`src/rtl/tsel_pkg.sv`:
```
package tsel_pkg;
  typedef enum logic [1:0] {
    ST_IDLE = 2'd0,
    ST_SCAN = 2'd1,
    ST_DONE = 2'd2
  } tselState_e;

  // strobes from control to datapath
  typedef struct packed {
    logic capture;
    logic evalStep;
    logic passTwo;
    logic closeFirst;
    logic publish;
  } tselCtrl_t;
endpackage

```
`src/rtl/tsel_ctrl.sv`:
```
module tsel_ctrl
  import tsel_pkg::*;
#(
  parameter int NUM_TERM = 6,
  localparam int IDX_W = $clog2(NUM_TERM)
) (
  input  logic             clk,
  input  logic             rstN,
  input  logic             start,
  output tselCtrl_t        ctl,
  output logic [IDX_W-1:0] stepIdx
);
  localparam logic [IDX_W-1:0] LAST_STEP = IDX_W'(NUM_TERM - 1);

  tselState_e state;
  logic       passTwo;

  always_ff @(posedge clk) begin
    if (!rstN) begin
      state   <= ST_IDLE;
      passTwo <= 1'b0;
      stepIdx <= '0;
    end else begin
      case (state)
        ST_IDLE: if (start) begin
          state   <= ST_SCAN;
          passTwo <= 1'b0;
          stepIdx <= '0;
        end
        ST_SCAN: begin
          if (stepIdx == LAST_STEP) begin
            stepIdx <= '0;
            if (passTwo) state <= ST_DONE;
            else         passTwo <= 1'b1;
          end else begin
            stepIdx <= stepIdx + 1'b1;
          end
        end
        default: state <= ST_IDLE;
      endcase
    end
  end

  always_comb begin
    ctl.capture    = (state == ST_IDLE) && start;
    ctl.evalStep   = (state == ST_SCAN);
    ctl.passTwo    = passTwo;
    ctl.closeFirst = (state == ST_SCAN) && !passTwo && (stepIdx == LAST_STEP);
    ctl.publish    = (state == ST_DONE);
  end

  // the scan index never leaves the terminal range
  a_r2_step_range: assert property (@(posedge clk) disable iff (!rstN)
    (state == ST_SCAN) |-> (stepIdx <= LAST_STEP));

  // a scan runs uninterrupted until the final step of the second pass
  a_r2_scan_continues: assert property (@(posedge clk) disable iff (!rstN)
    ((state == ST_SCAN) && !(passTwo && stepIdx == LAST_STEP)) |=> (state == ST_SCAN));

  // a start strobe during the scan leaves the step counter advancing
  a_r8_no_restart: assert property (@(posedge clk) disable iff (!rstN)
    ((state == ST_SCAN) && stepIdx != LAST_STEP) |=> (stepIdx == $past(stepIdx) + 1'b1));
endmodule

```
`src/rtl/tsel_dpath.sv`:
```
module tsel_dpath
  import tsel_pkg::*;
#(
  parameter int NUM_TERM = 6,
  parameter int ERR_W    = 16,
  localparam int IDX_W   = $clog2(NUM_TERM)
) (
  input  logic                      clk,
  input  logic                      rstN,
  input  tselCtrl_t                 ctl,
  input  logic [IDX_W-1:0]          stepIdx,
  input  logic                      curDirNeg,
  input  logic [NUM_TERM*ERR_W-1:0] errIn,
  input  logic [NUM_TERM-1:0]       vSignNeg,
  output logic [IDX_W-1:0]          firstIdx,
  output logic [IDX_W-1:0]          secondIdx,
  output logic                      pairValid,
  output logic                      noCandidate
);
  localparam logic [IDX_W-1:0] LAST_IDX = IDX_W'(NUM_TERM - 1);

  logic signed [ERR_W-1:0] errSnap [NUM_TERM];
  logic [NUM_TERM-1:0]     signSnap;
  logic                    dirSnap;

  logic signed [ERR_W-1:0] bestErr;
  logic [IDX_W-1:0]        bestIdx;
  logic                    bestSign;
  logic                    haveBest;
  logic [IDX_W-1:0]        firstSel;
  logic                    firstSign;

  logic signed [ERR_W-1:0] candErr;
  logic                    candSign;
  logic                    eligible;
  logic                    beats;
  logic                    tempSel;

  // per-terminal snapshot registers
  for (genvar k = 0; k < NUM_TERM; k++) begin : g_snap
    always_ff @(posedge clk) begin
      if (!rstN) begin
        errSnap[k]  <= '0;
        signSnap[k] <= 1'b0;
      end else if (ctl.capture) begin
        errSnap[k]  <= errIn[k*ERR_W +: ERR_W];
        signSnap[k] <= vSignNeg[k];
      end
    end
  end

  always_comb begin
    candErr  = '0;
    candSign = 1'b0;
    for (int k = 0; k < NUM_TERM; k++) begin
      if (stepIdx == IDX_W'(k)) begin
        candErr  = errSnap[k];
        candSign = signSnap[k];
      end
    end
    eligible = !ctl.passTwo || ((stepIdx != firstSel) && (candSign != firstSign));
    beats    = !haveBest || (dirSnap ? (candErr > bestErr) : (candErr < bestErr));
    tempSel  = ctl.evalStep && eligible && beats;
  end

  always_ff @(posedge clk) begin
    if (!rstN) begin
      dirSnap   <= 1'b0;
      bestErr   <= '0;
      bestIdx   <= '0;
      bestSign  <= 1'b0;
      haveBest  <= 1'b0;
      firstSel  <= '0;
      firstSign <= 1'b0;
    end else if (ctl.capture) begin
      dirSnap  <= curDirNeg;
      haveBest <= 1'b0;
    end else if (ctl.evalStep) begin
      if (tempSel) begin
        bestErr  <= candErr;
        bestIdx  <= stepIdx;
        bestSign <= candSign;
        haveBest <= 1'b1;
      end
      if (ctl.closeFirst) begin
        firstSel  <= tempSel ? stepIdx  : bestIdx;
        firstSign <= tempSel ? candSign : bestSign;
        haveBest  <= 1'b0;
      end
    end
  end

  always_ff @(posedge clk) begin
    if (!rstN) begin
      firstIdx    <= '0;
      secondIdx   <= '0;
      pairValid   <= 1'b0;
      noCandidate <= 1'b0;
    end else begin
      pairValid   <= ctl.publish && haveBest;
      noCandidate <= ctl.publish && !haveBest;
      if (ctl.publish) begin
        firstIdx  <= firstSel;
        secondIdx <= haveBest ? bestIdx : '0;
      end
    end
  end

  // results are single-cycle pulses
  a_r2_valid_pulse: assert property (@(posedge clk) disable iff (!rstN)
    pairValid |=> !pairValid);
  a_r2_none_pulse: assert property (@(posedge clk) disable iff (!rstN)
    noCandidate |=> !noCandidate);

  // never both a pair and a no-candidate report
  a_r7_exclusive: assert property (@(posedge clk) disable iff (!rstN)
    !(pairValid && noCandidate));

  // the partner is never the first pick
  a_r5_distinct: assert property (@(posedge clk) disable iff (!rstN)
    pairValid |-> (firstIdx != secondIdx) && (secondIdx <= LAST_IDX));

  // no partner reports a zero second index
  a_r7_zero_second: assert property (@(posedge clk) disable iff (!rstN)
    noCandidate |-> (secondIdx == '0) && (firstIdx <= LAST_IDX));

  // indices only move on a publish strobe
  a_r9_hold: assert property (@(posedge clk) disable iff (!rstN)
    !ctl.publish |=> ($stable(firstIdx) && $stable(secondIdx)));
endmodule

```
`src/rtl/pulse_pair_selector.sv`:
```
module pulse_pair_selector
  import tsel_pkg::*;
#(
  parameter int NUM_TERM = 6,
  parameter int ERR_W    = 16,
  localparam int IDX_W   = $clog2(NUM_TERM)
) (
  input  logic                      clk,
  input  logic                      rstN,
  input  logic                      start,
  input  logic                      curDirNeg,
  input  logic [NUM_TERM*ERR_W-1:0] errIn,
  input  logic [NUM_TERM-1:0]       vSignNeg,
  output logic [IDX_W-1:0]          firstIdx,
  output logic [IDX_W-1:0]          secondIdx,
  output logic                      pairValid,
  output logic                      noCandidate
);
  tselCtrl_t        ctl;
  logic [IDX_W-1:0] stepIdx;

  tsel_ctrl #(.NUM_TERM(NUM_TERM)) u_ctrl (
    .clk     (clk),
    .rstN    (rstN),
    .start   (start),
    .ctl     (ctl),
    .stepIdx (stepIdx)
  );

  tsel_dpath #(.NUM_TERM(NUM_TERM), .ERR_W(ERR_W)) u_dpath (
    .clk         (clk),
    .rstN        (rstN),
    .ctl         (ctl),
    .stepIdx     (stepIdx),
    .curDirNeg   (curDirNeg),
    .errIn       (errIn),
    .vSignNeg    (vSignNeg),
    .firstIdx    (firstIdx),
    .secondIdx   (secondIdx),
    .pairValid   (pairValid),
    .noCandidate (noCandidate)
  );
endmodule

```
`config.mk`:
```
export PLATFORM = sky130hd
export DESIGN_NAME = pulse_pair_selector
export DESIGN_NICKNAME = d
export VERILOG_FILES = /design/src/rtl/tsel_pkg.sv /design/src/rtl/tsel_ctrl.sv /design/src/rtl/tsel_dpath.sv /design/src/rtl/pulse_pair_selector.sv
export SDC_FILE = /design/constraint.sdc
export NUM_CORES = 1
export LEC_CHECK = 0
export BUFFER_PORTS_ARGS = -buffer_cell sky130_fd_sc_hd__clkbuf_2
export CAP_MARGIN = 20
export CORE_UTILIZATION = 50
export CTS_BUF_LIST = sky130_fd_sc_hd__clkbuf_4
export CTS_CLUSTER_SIZE = 16
export DETAILED_ROUTE_END_ITERATION = 8
export PLACE_DENSITY = 0.72
export REMOVE_ABC_BUFFERS = 1
export SLEW_MARGIN = 20
export SYNTH_ARGS = -nofsm -noshare
export SYNTH_HDL_FRONTEND = slang
export SYNTH_SLANG_ARGS = --single-unit
export TNS_END_PERCENT = 20
```
`constraint.sdc`:
```
create_clock -name clk -period 5.05 [get_ports clk]
set_input_delay 0.505 -clock clk [delete_from_list [all_inputs] [get_ports clk]]
set_output_delay 0.505 -clock clk [all_outputs]
set_load 0.03 [all_outputs]
```
Word level (Yosys, flattened, before mapping) --
Memories as Yosys holds them, arrays and structs flattened. Cells that the tools add are included.
Word-level totals: register bits after elaboration 46, memories kept 1, memory bits (writable) 96, logic and storage cells 106, input bits 106
Operators by class: order comparisons 2, multiplexer cells 38, add/sub/neg operators 1, equality and inequality tests 12, bitwise logic cells 8, reduce and logical (&&, ||, !) cells 24
Memories:
- u_dpath.errSnap | depth 6, width 16, read ports 6, clocked after memory_dff 0, write ports 6, RTL line tsel_dpath.sv:22 | logic signed [ERR_W-1:0] errSnap [NUM_TERM];
Operator list (number):
- $mux 16 | 12
- $gt 16x16->1 | 1
- $lt 16x16->1 | 1
- $mux 1 | 16
- $mux 3 | 4
- $reduce_and 3->1 | 4
- $logic_and 1x1->1 | 8
- $eq 3x2->1 const B | 2
- $eq 3x3->1 const B | 2
- $mux 2 | 3
- $ne 2x2->1 const B | 3
- $or 1x1->1 | 6
- $pmux 3 s2 | 1
- $reduce_and 2->1 | 3
- $pmux 2 s2 | 1
- $reduce_bool 2->1 | 2
- $add 3x1->3 const B | 1
- $eq 3x1->1 const B | 1
- $logic_not 3->1 | 1
- $ne 3x3->1 | 1
- $eq 2x1->1 const B | 1
- $eq 2x2->1 const B | 1
- $logic_not 1->1 | 2
- $logic_not 2->1 | 1
- other kinds (5) | 7

Depth between registers and ports, before layout --
Gate-level depths: netlist of the first run.
word-level depth 14, gate-level depth with buffers 19

Modules after synthesis --
A second synthesis of the first run with hierarchy kept.
Second synthesis, totals: cells, all modules 567, area, all modules 6764.0 um^2
Modules (own cells, without submodules):
- tsel_dpath | cells an instance 537, area an instance 6481.2 um^2, sequential area each 3683.5 um^2, instances 1
- tsel_ctrl | cells an instance 30, area an instance 282.8 um^2, sequential area each 120.1 um^2, instances 1

Worst setup path before layout of the first run --
OpenSTA, ideal clock, no wires.
kind register to register, start point register u_ctrl.stepIdx[0], end point register u_dpath.firstSel[0], data arrival time 4.184 ns, clock period less this slack 4.306 ns, stages on the path, launching flop included 19, setup slack 0.744 ns, library setup time 0.122 ns, data required time 4.928 ns, path through dfxtp_1 -> clkbuf_1 -> clkbuf_1 -> and2_1 -> ha_1 -> clkbuf_1 -> nor2_1 -> clkbuf_1 -> o211ai_1 -> a31oi_1 -> a21o_1 -> ha_1 -> nand3_1 -> or3_1 -> a211oi_2 -> or3_4 -> mux2_4 -> o31a_4 -> o31a_2
Between the ends: elaborated cells between the ends (all ways) 31, those cells by class 2 x order compare; 7 x eq/ne; 14 x mux; 8 x reduce/logical
RTL lines:
- from (decl) | RTL line tsel_ctrl.sv:11 | output logic [IDX_W-1:0] stepIdx
- from (signal assigned) | RTL line tsel_ctrl.sv:36 | stepIdx <= stepIdx + 1'b1;
- $logic_not 3->1 | RTL line tsel_dpath.sv:56 | if (stepIdx == IDX_W'(k)) begin
- $mux 16 (5 in a row) | RTL line tsel_dpath.sv:56
- $mux 16 * | RTL line tsel_dpath.sv:56
- named net u_dpath.candErr[11] | RTL line tsel_dpath.sv:33 | logic signed [ERR_W-1:0] candErr;
- $lt 16x16->1 / $gt 16x16->1 (equally long branches) | RTL line tsel_dpath.sv:62 | beats = !haveBest || (dirSnap ? (candErr > bestErr) : (candErr < bestErr));
- $mux 1 * | RTL line tsel_dpath.sv:62
- $logic_or 1x1->1 * | RTL line tsel_dpath.sv:62
- $logic_and 1x1->1 * | RTL line tsel_dpath.sv:63 | tempSel = ctl.evalStep && eligible && beats;
- $mux 3 *
- to (signal assigned) | RTL line tsel_dpath.sv:86 | firstSel <= tempSel ? stepIdx : bestIdx;
- to (decl) | RTL line tsel_dpath.sv:30 | logic [IDX_W-1:0] firstSel;
Mark *: on every way through the listed nets, which the timed path passes. The rest lies on a longest branch. A chain may end at the register's enable or synchronous reset.

Final worst setup path of the first run --
start point register u_ctrl.stepIdx[1], end point register u_dpath.firstSel[0]
The elaborated chain is that of the path after synthesis.

==> flow_summary.yaml, run 1 <==
setup_path:
  r2r-start: "u_ctrl.stepIdx[1]"
  crit_slowest_cell: "or3b_1"
  setup.worst_path.end_class: "register"
  r2r_cells: 12
  path_delay_family: "compound AO/OA/AOI/OAI gates"
  cp.required_ps: 5490
  worst-path-buf-inv: 0
  regToRegEndpoint: "u_dpath.firstSel[0]"
  cp_max_fo: 22
  path_cells: "or3b_1 -> o211ai_1 -> a31oi_1 -> a21o_1 -> ha_1 -> nand2_1 -> or3_1 -> a211oi_2 -> or3_4 -> mux2_4 -> o31a_4 -> o31a_2"
  slowest_delay_ps: 710
  crit_path_start_kind: "register"
  crit_arrival_ps: 4980
  worstSetupPathType: "register to register"
  rrSetupSlack_ps: 520
pwr:
  power_per_cell_area_mw_per_mm2: 321
  swShare_pct: 24.0
  p_seq_share_pct: 54.4
  p_int_uw: 1880
  combPwrFrac_pct: 13.5
  ir_worst_vdd_uv: 147
  p_leak_uw: 0.00319
  clkPwrFrac_pct: 32.1
  netSwitchingPower_uw: 595
clock_tree:
  numCtsBuffers: 17
  postCtsSetupBuffers: 0
  clock_path_buffers: 2
  ctsHoldBuffers: 0
  cts_tree: "built"
  ctsResizeCount: 0
  h-tree-depth: 4
  clock_latency_ps: 560
  clk_pin_slew_ps: 130
  cts_sinks: 142
  root_buffer: "clkbuf_4"
die:
  rows: 42
  dieArea_mm2: 0.0140
  ios: 114
  design.core.area_mm2: 0.0132
  start_util_pct: 51.2
  die_w_um: 118
  die_y_um: 118
synth:
  synth_area_leaders: "edfxtp_1, dfxtp_1, and2_1"
  synthArstFlopShare_pct: 0
  ys_seq_elements: 142
  synth_edf_count: 96
  synth_cell_types: 49
  synth_area_leader_cell: "edfxtp_1"
  yosysWarnings: 0
  synthCells: 613
  synth_ff_type: "edfxtp_1"
  synth_top_area_share_pct: 42.7
  yosysSeqAreaShare_pct: 56.3
  synth_area_mm2: 0.00675
  avgSynthCellArea_um2: 11.0
timing:
  setup_viol: 0
  rsz0062_at_grt: "false"
  fin_worst_skew_ps: 22.2
  tns_ps: 0
  maxSlewHeadroom_pct: 44.6
  clock.fmax_mhz: 221
  hold_viol: 0
  fin_crit_sh_pct: 89.8
  tightest_slew_ps: 831
  drv_slew: 0
  post-route-min-period_ps: 4530
status:
  outcome: "finished clean"
detailed_routing:
  drc: 0
  viasPerCell: 5.19
  vias: 4677
  firstDrtPassIters: 5
  ant_nets: 0
  wl_um: 13700
  drt_iter0_drc: 284
  routedWlPerCell_um: 15.2
min_path:
  min_path_cells: 2
  min-delay-start: "vSignNeg[0]"
  min_path_type: "input port to register"
  whs_endpoint: "u_dpath.signSnap[0]"
finish:
  layout.nets: 835
  synthToLayoutAreaGrowth_pct: 14.6
  utilization_pct: 58.6
  final_cell_mix: "clkbuf_2, and2_1, edfxtp_1, nand2_1, dfxtp_1"
  drive_above_1_share_pct: 23.3
  multi_input_area_mm2: 0.00268
  layout_commonest_cell: "clkbuf_2"
  register_area_mm2: 0.00380
  fillerInstances: 1129
place:
  gp_congestion: 0.821
  post-dp-hpwl_um: 9600
  portBuffers: 113
grt:
  grt_pass1_vias: 4730
  antenna_found_initial: 1
  grt_pass1_wl_um: 22500
  grt_max_degree: 62
  grt-ovfl-total: 0
  track_usage_pct: 21.1
run:
  max-cap-violations: 0
==> stage by stage <==
step           cells  power (uW)  hold WS [ps]  area [um^2]  worst slack [ps]
2_1_floorplan    571        1600           435         6550               575
5_1_grt          902        2590           141         7730               280
6_report         902        2480           167         7730               517
3_3_place_gp     869        1700           438         7410               730
3_5_place_dp     869        1710           448         7410               590
4_1_cts          901        2500           122         7730               551
==> cell usage after synthesis, types with 17 or more instances <==
library cell and instances:
a21o_1 17, clkbuf_1 33, dfxtp_1 46, edfxtp_1 96, nand2_1 71, and2_1 98
o21ai_0 22, inv_1 20, a21oi_1 18, ha_1 17, mux2i_1 23, nand2b_1 24
==> kinds of logic (layout without fill, tap and decap cells) <==
family	after synthesis	count (layout)	synth area share, %
multiplexers	24	24	3.63
flip-flops	142	142	56.3
AND/OR/NAND/NOR	236	236	18.9
XOR/XNOR	4	4	0.519
buffers and inverters	62	174	4.06
other	0	1	0
AO/OA/AOI/OAI	128	128	13.4
adder cells (fa/ha/maj)	17	17	3.15
==> worst max-delay path by stage <==
stage,cells past startpoint,slack (ps),to,start
after floorplan,14,570,u_dpath.firstSel[0],u_ctrl.stepIdx[0]
after global placement,13,730,u_dpath.firstSel[0],u_ctrl.stepIdx[0]
after detailed placement,12,590,u_dpath.firstSel[0],u_ctrl.stepIdx[1]
after CTS,12,550,u_dpath.firstSel[0],u_ctrl.stepIdx[1]
after global routing,15,280,u_dpath.firstSel[0],u_ctrl.stepIdx[1]
final,12,520,u_dpath.firstSel[0],u_ctrl.stepIdx[1]
==> layout make-up <==
class | instances | share of cell area, %
Clock inverter | 12 | 2.18
Inverter | 20 | 0.987
Tap cell | 176 | 2.85
Timing Repair Buffer | 122 | 8.19
Sequential cell | 142 | 49.2
Clock buffer | 20 | 1.94
Multi-Input combinational cell | 409 | 34.6
Antenna cell | 1 | 0.0324
==> metal layers <==
metal | vias up | GRT usage [%] | routed length [um]
met5 | - | 0 | 0
li1 | 2356 | - | -
met2 | 126 | 35.3 | 6700
met1 | 2167 | 26.0 | 6090
met4 | 0 | 8.89 | 326
met3 | 28 | 5.21 | 614
==> power by group through the flow <==
| stage | clock network [uW] | logic [uW] | registers [uW] |
|---|---|---|---|
| after floorplan | 0 | 227 | 1370 |
| after global placement | 0 | 326 | 1370 |
| after detailed placement | 0 | 336 | 1380 |
| after CTS | 810 | 338 | 1350 |
| after global routing | 861 | 375 | 1360 |
| final | 795 | 335 | 1350 |
==> sequential cells by signal (all words and copies together), names as in the netlist <==
register             flops
u_dpath.dirSnap          1
u_dpath.bestSign         1
u_dpath.haveBest         1
u_dpath.firstSel         3
u_dpath.signSnap         6
u_dpath.bestIdx          3
u_dpath.pairValid        1
u_ctrl.stepIdx           3
u_dpath.firstIdx         3
u_dpath.secondIdx        3
u_ctrl.passTwo           1
u_dpath.bestErr         16
u_dpath.firstSign        1
u_dpath.noCandidate      1
u_ctrl.state             2
u_dpath.errSnap         96
==> worst register-to-register path: cells and delay by family, from the launching register on <==
family,cells,cell delay [ps]
AO/OA/AOI/OAI,6,1670
AND/OR/NAND/NOR,4,1420
multiplexers,1,320
flip-flops,1,660
adder cells (fa/ha/maj),1,350
Power figures use the tool's default switching activity.
==> inputs of run 2 (changes only) <==
==> constraint.sdc (replaced) <==
create_clock -name clk -period 4.6 [get_ports clk]
set_input_delay 0.46 -clock clk [delete_from_list [all_inputs] [get_ports clk]]
set_output_delay 0.46 -clock clk [all_outputs]
set_load 0.03 [all_outputs]
==> run 2 against run 1 <==
Combinational power up 10%. Clock power up 3.6%. Sequential share of layout area down 0.23 points. Critical path type unchanged. Largest power group unchanged. Highest routed layer unchanged.
==> flow_summary.yaml, run 2 (same netlist as run 1, synthesis figures left out) <==
clock_tree:
  cts_tree: "built"
  ctsHoldBuffers: 0
  clock_latency_ps: 560
  numCtsBuffers: 17
  clock_path_buffers: 2
  root_buffer: "clkbuf_4"
  clk_pin_slew_ps: 110
  cts_sinks: 142
  h-tree-depth: 4
  ctsResizeCount: 0
  postCtsSetupBuffers: 0
finish:
  fillerInstances: 1122
  final_cell_mix: "clkbuf_2, and2_1, edfxtp_1, nand2_1, dfxtp_1"
  largest_reg_flops: 96
  layout_commonest_cell: "clkbuf_2"
  fin_area_mm2: 0.00777
  top_regs: "u_dpath.errSnap: 96 flops, u_dpath.bestErr: 16 flops, u_dpath.signSnap: 6 flops"
  synthToLayoutAreaGrowth_pct: 15.1
  layout.nets: 843
  largest_register: "u_dpath.errSnap"
  drive_above_1_share_pct: 24.0
setup_path:
  crit_path_start_kind: "register"
  cp_max_fo: 22
  worst-path-buf-inv: 1
  slowest_delay_ps: 510
  path_cells: "nor2b_1 -> nand2_1 -> buf_4 -> o21ai_0 -> a31oi_1 -> a21o_1 -> ha_1 -> nand3_1 -> or3_1 -> a211oi_2 -> or3_4 -> mux2_4 -> o31a_4 -> o31a_2"
  path_delay_family: "compound AO/OA/AOI/OAI gates"
  crit_slowest_cell: "dfxtp_1"
  setup.worst_path.end_class: "register"
  cp.required_ps: 5050
  worstSetupPathType: "register to register"
  rrSetupSlack_ps: 330
  crit_arrival_ps: 4720
die:
  ios: 114
  die_y_um: 118
  rows: 42
  design.core.area_mm2: 0.0132
  start_util_pct: 51.2
  dieArea_mm2: 0.0140
  die_w_um: 118
pwr:
  p_leak_uw: 0.00322
  clkPwrFrac_pct: 30.8
  p_seq_share_pct: 55.4
  ir_worst_vdd_uv: 144
  netSwitchingPower_uw: 662
  power_per_cell_area_mw_per_mm2: 345
  swShare_pct: 24.7
  p_int_uw: 2020
  combPwrFrac_pct: 13.8
timing:
  post-route-min-period_ps: 4270
  fin_crit_sh_pct: 92.8
  rsz0062_at_grt: "false"
  fin_worst_skew_ps: 24.6
  maxSlewHeadroom_pct: 42.9
  clock.fmax_mhz: 234
  hold_viol: 0
  setup_viol: 0
  tightest_slew_ps: 854
  layout_setup_ws_ps: 331
  drv_slew: 0
  tns_ps: 0
detailed_routing:
  drt_iter0_drc: 335
  routedWlPerCell_um: 15.1
  drc: 0
  firstDrtPassIters: 4
  ant_nets: 0
  viasPerCell: 5.16
  wl_um: 13800
  vias: 4699
place:
  gp_congestion: 0.811
  portBuffers: 113
  post-dp-hpwl_um: 9840
  dpl_cell_area_mm2: 0.00747
  post-place-ws_ps: 372
grt:
  antenna_found_initial: 1
  grt-ovfl-total: 0
  track_usage_pct: 20.9
  grt_pass1_vias: 4764
  grt_pass1_wl_um: 22500
  grt_max_degree: 61
min_path:
  min_path_type: "input port to register"
run:
  max-cap-violations: 0
status:
  outcome: "finished clean"
## run 2: cell count changes in the layout (fill, tap and decap cells not counted)
cell        before  now
buf_4            9   17
bufinv_16        4    3
clkinv_1         2    3
clkinv_2         3    2
clkinvlp_4       3    4
## run 2: worst paths after layout
path / start / end / cells past startpoint
setup reg to reg: u_ctrl.stepIdx[2] / u_dpath.firstSel[0] / 14
hold reg to reg: u_dpath.firstIdx[0] / u_dpath.firstIdx[0] / 2
setup / recovery: u_ctrl.stepIdx[2] / u_dpath.firstSel[0] / 14
hold / removal: curDirNeg / u_dpath.dirSnap / 2
## run 2: layout make-up
class	count	area, um^2	share of cell area (%)
Clock buffer	20	150	1.93
Clock inverter	12	145	1.87
Inverter	20	76.3	0.982
Antenna cell	1	2.50	0.0322
Sequential cell	142	3800	48.9
Multi-Input combinational cell	409	2680	34.5
Tap cell	176	220	2.83
Timing Repair Buffer	130	693	8.92
## run 2: power by group through the flow
stage               sequential (uW)  combinational (uW)  clock, uW
floorplan                      1500                 249          0
global placement               1510                 359          0
detailed placement             1510                 370          0
CTS                            1480                 372        843
global route                   1490                 413        889
finish                         1480                 370        824
## run 2: layer usage
metal | up-vias | track usage (%) | wire, um
li1 | 2379 | - | -
met1 | 2175 | 25.6 | 6010
met2 | 119 | 35.3 | 6790
met3 | 26 | 4.20 | 611
met4 | 0 | 10.3 | 352
met5 | - | 0 | 0
## run 2: worst register-to-register path, delay by kind of cell, from the launching register on
family | cells | cell delay [ps]
buf+inv | 1 | 270
flops | 1 | 510
simple gates | 5 | 1380
mux | 1 | 320
compound gates | 6 | 1440
fa+ha+maj | 1 | 280
## run 2: through the flow
step | std cells | hold slack (ps) | util, % | total power (uW)
after global placement | 877 | 438 | 56.7 | 1870
final | 910 | 121 | 58.9 | 2680
after floorplan | 571 | 435 | - | 1750
after detailed placement | 877 | 449 | 56.7 | 1880
after CTS | 909 | 55.5 | 58.9 | 2700
after global routing | 910 | 86.7 | 58.9 | 2790
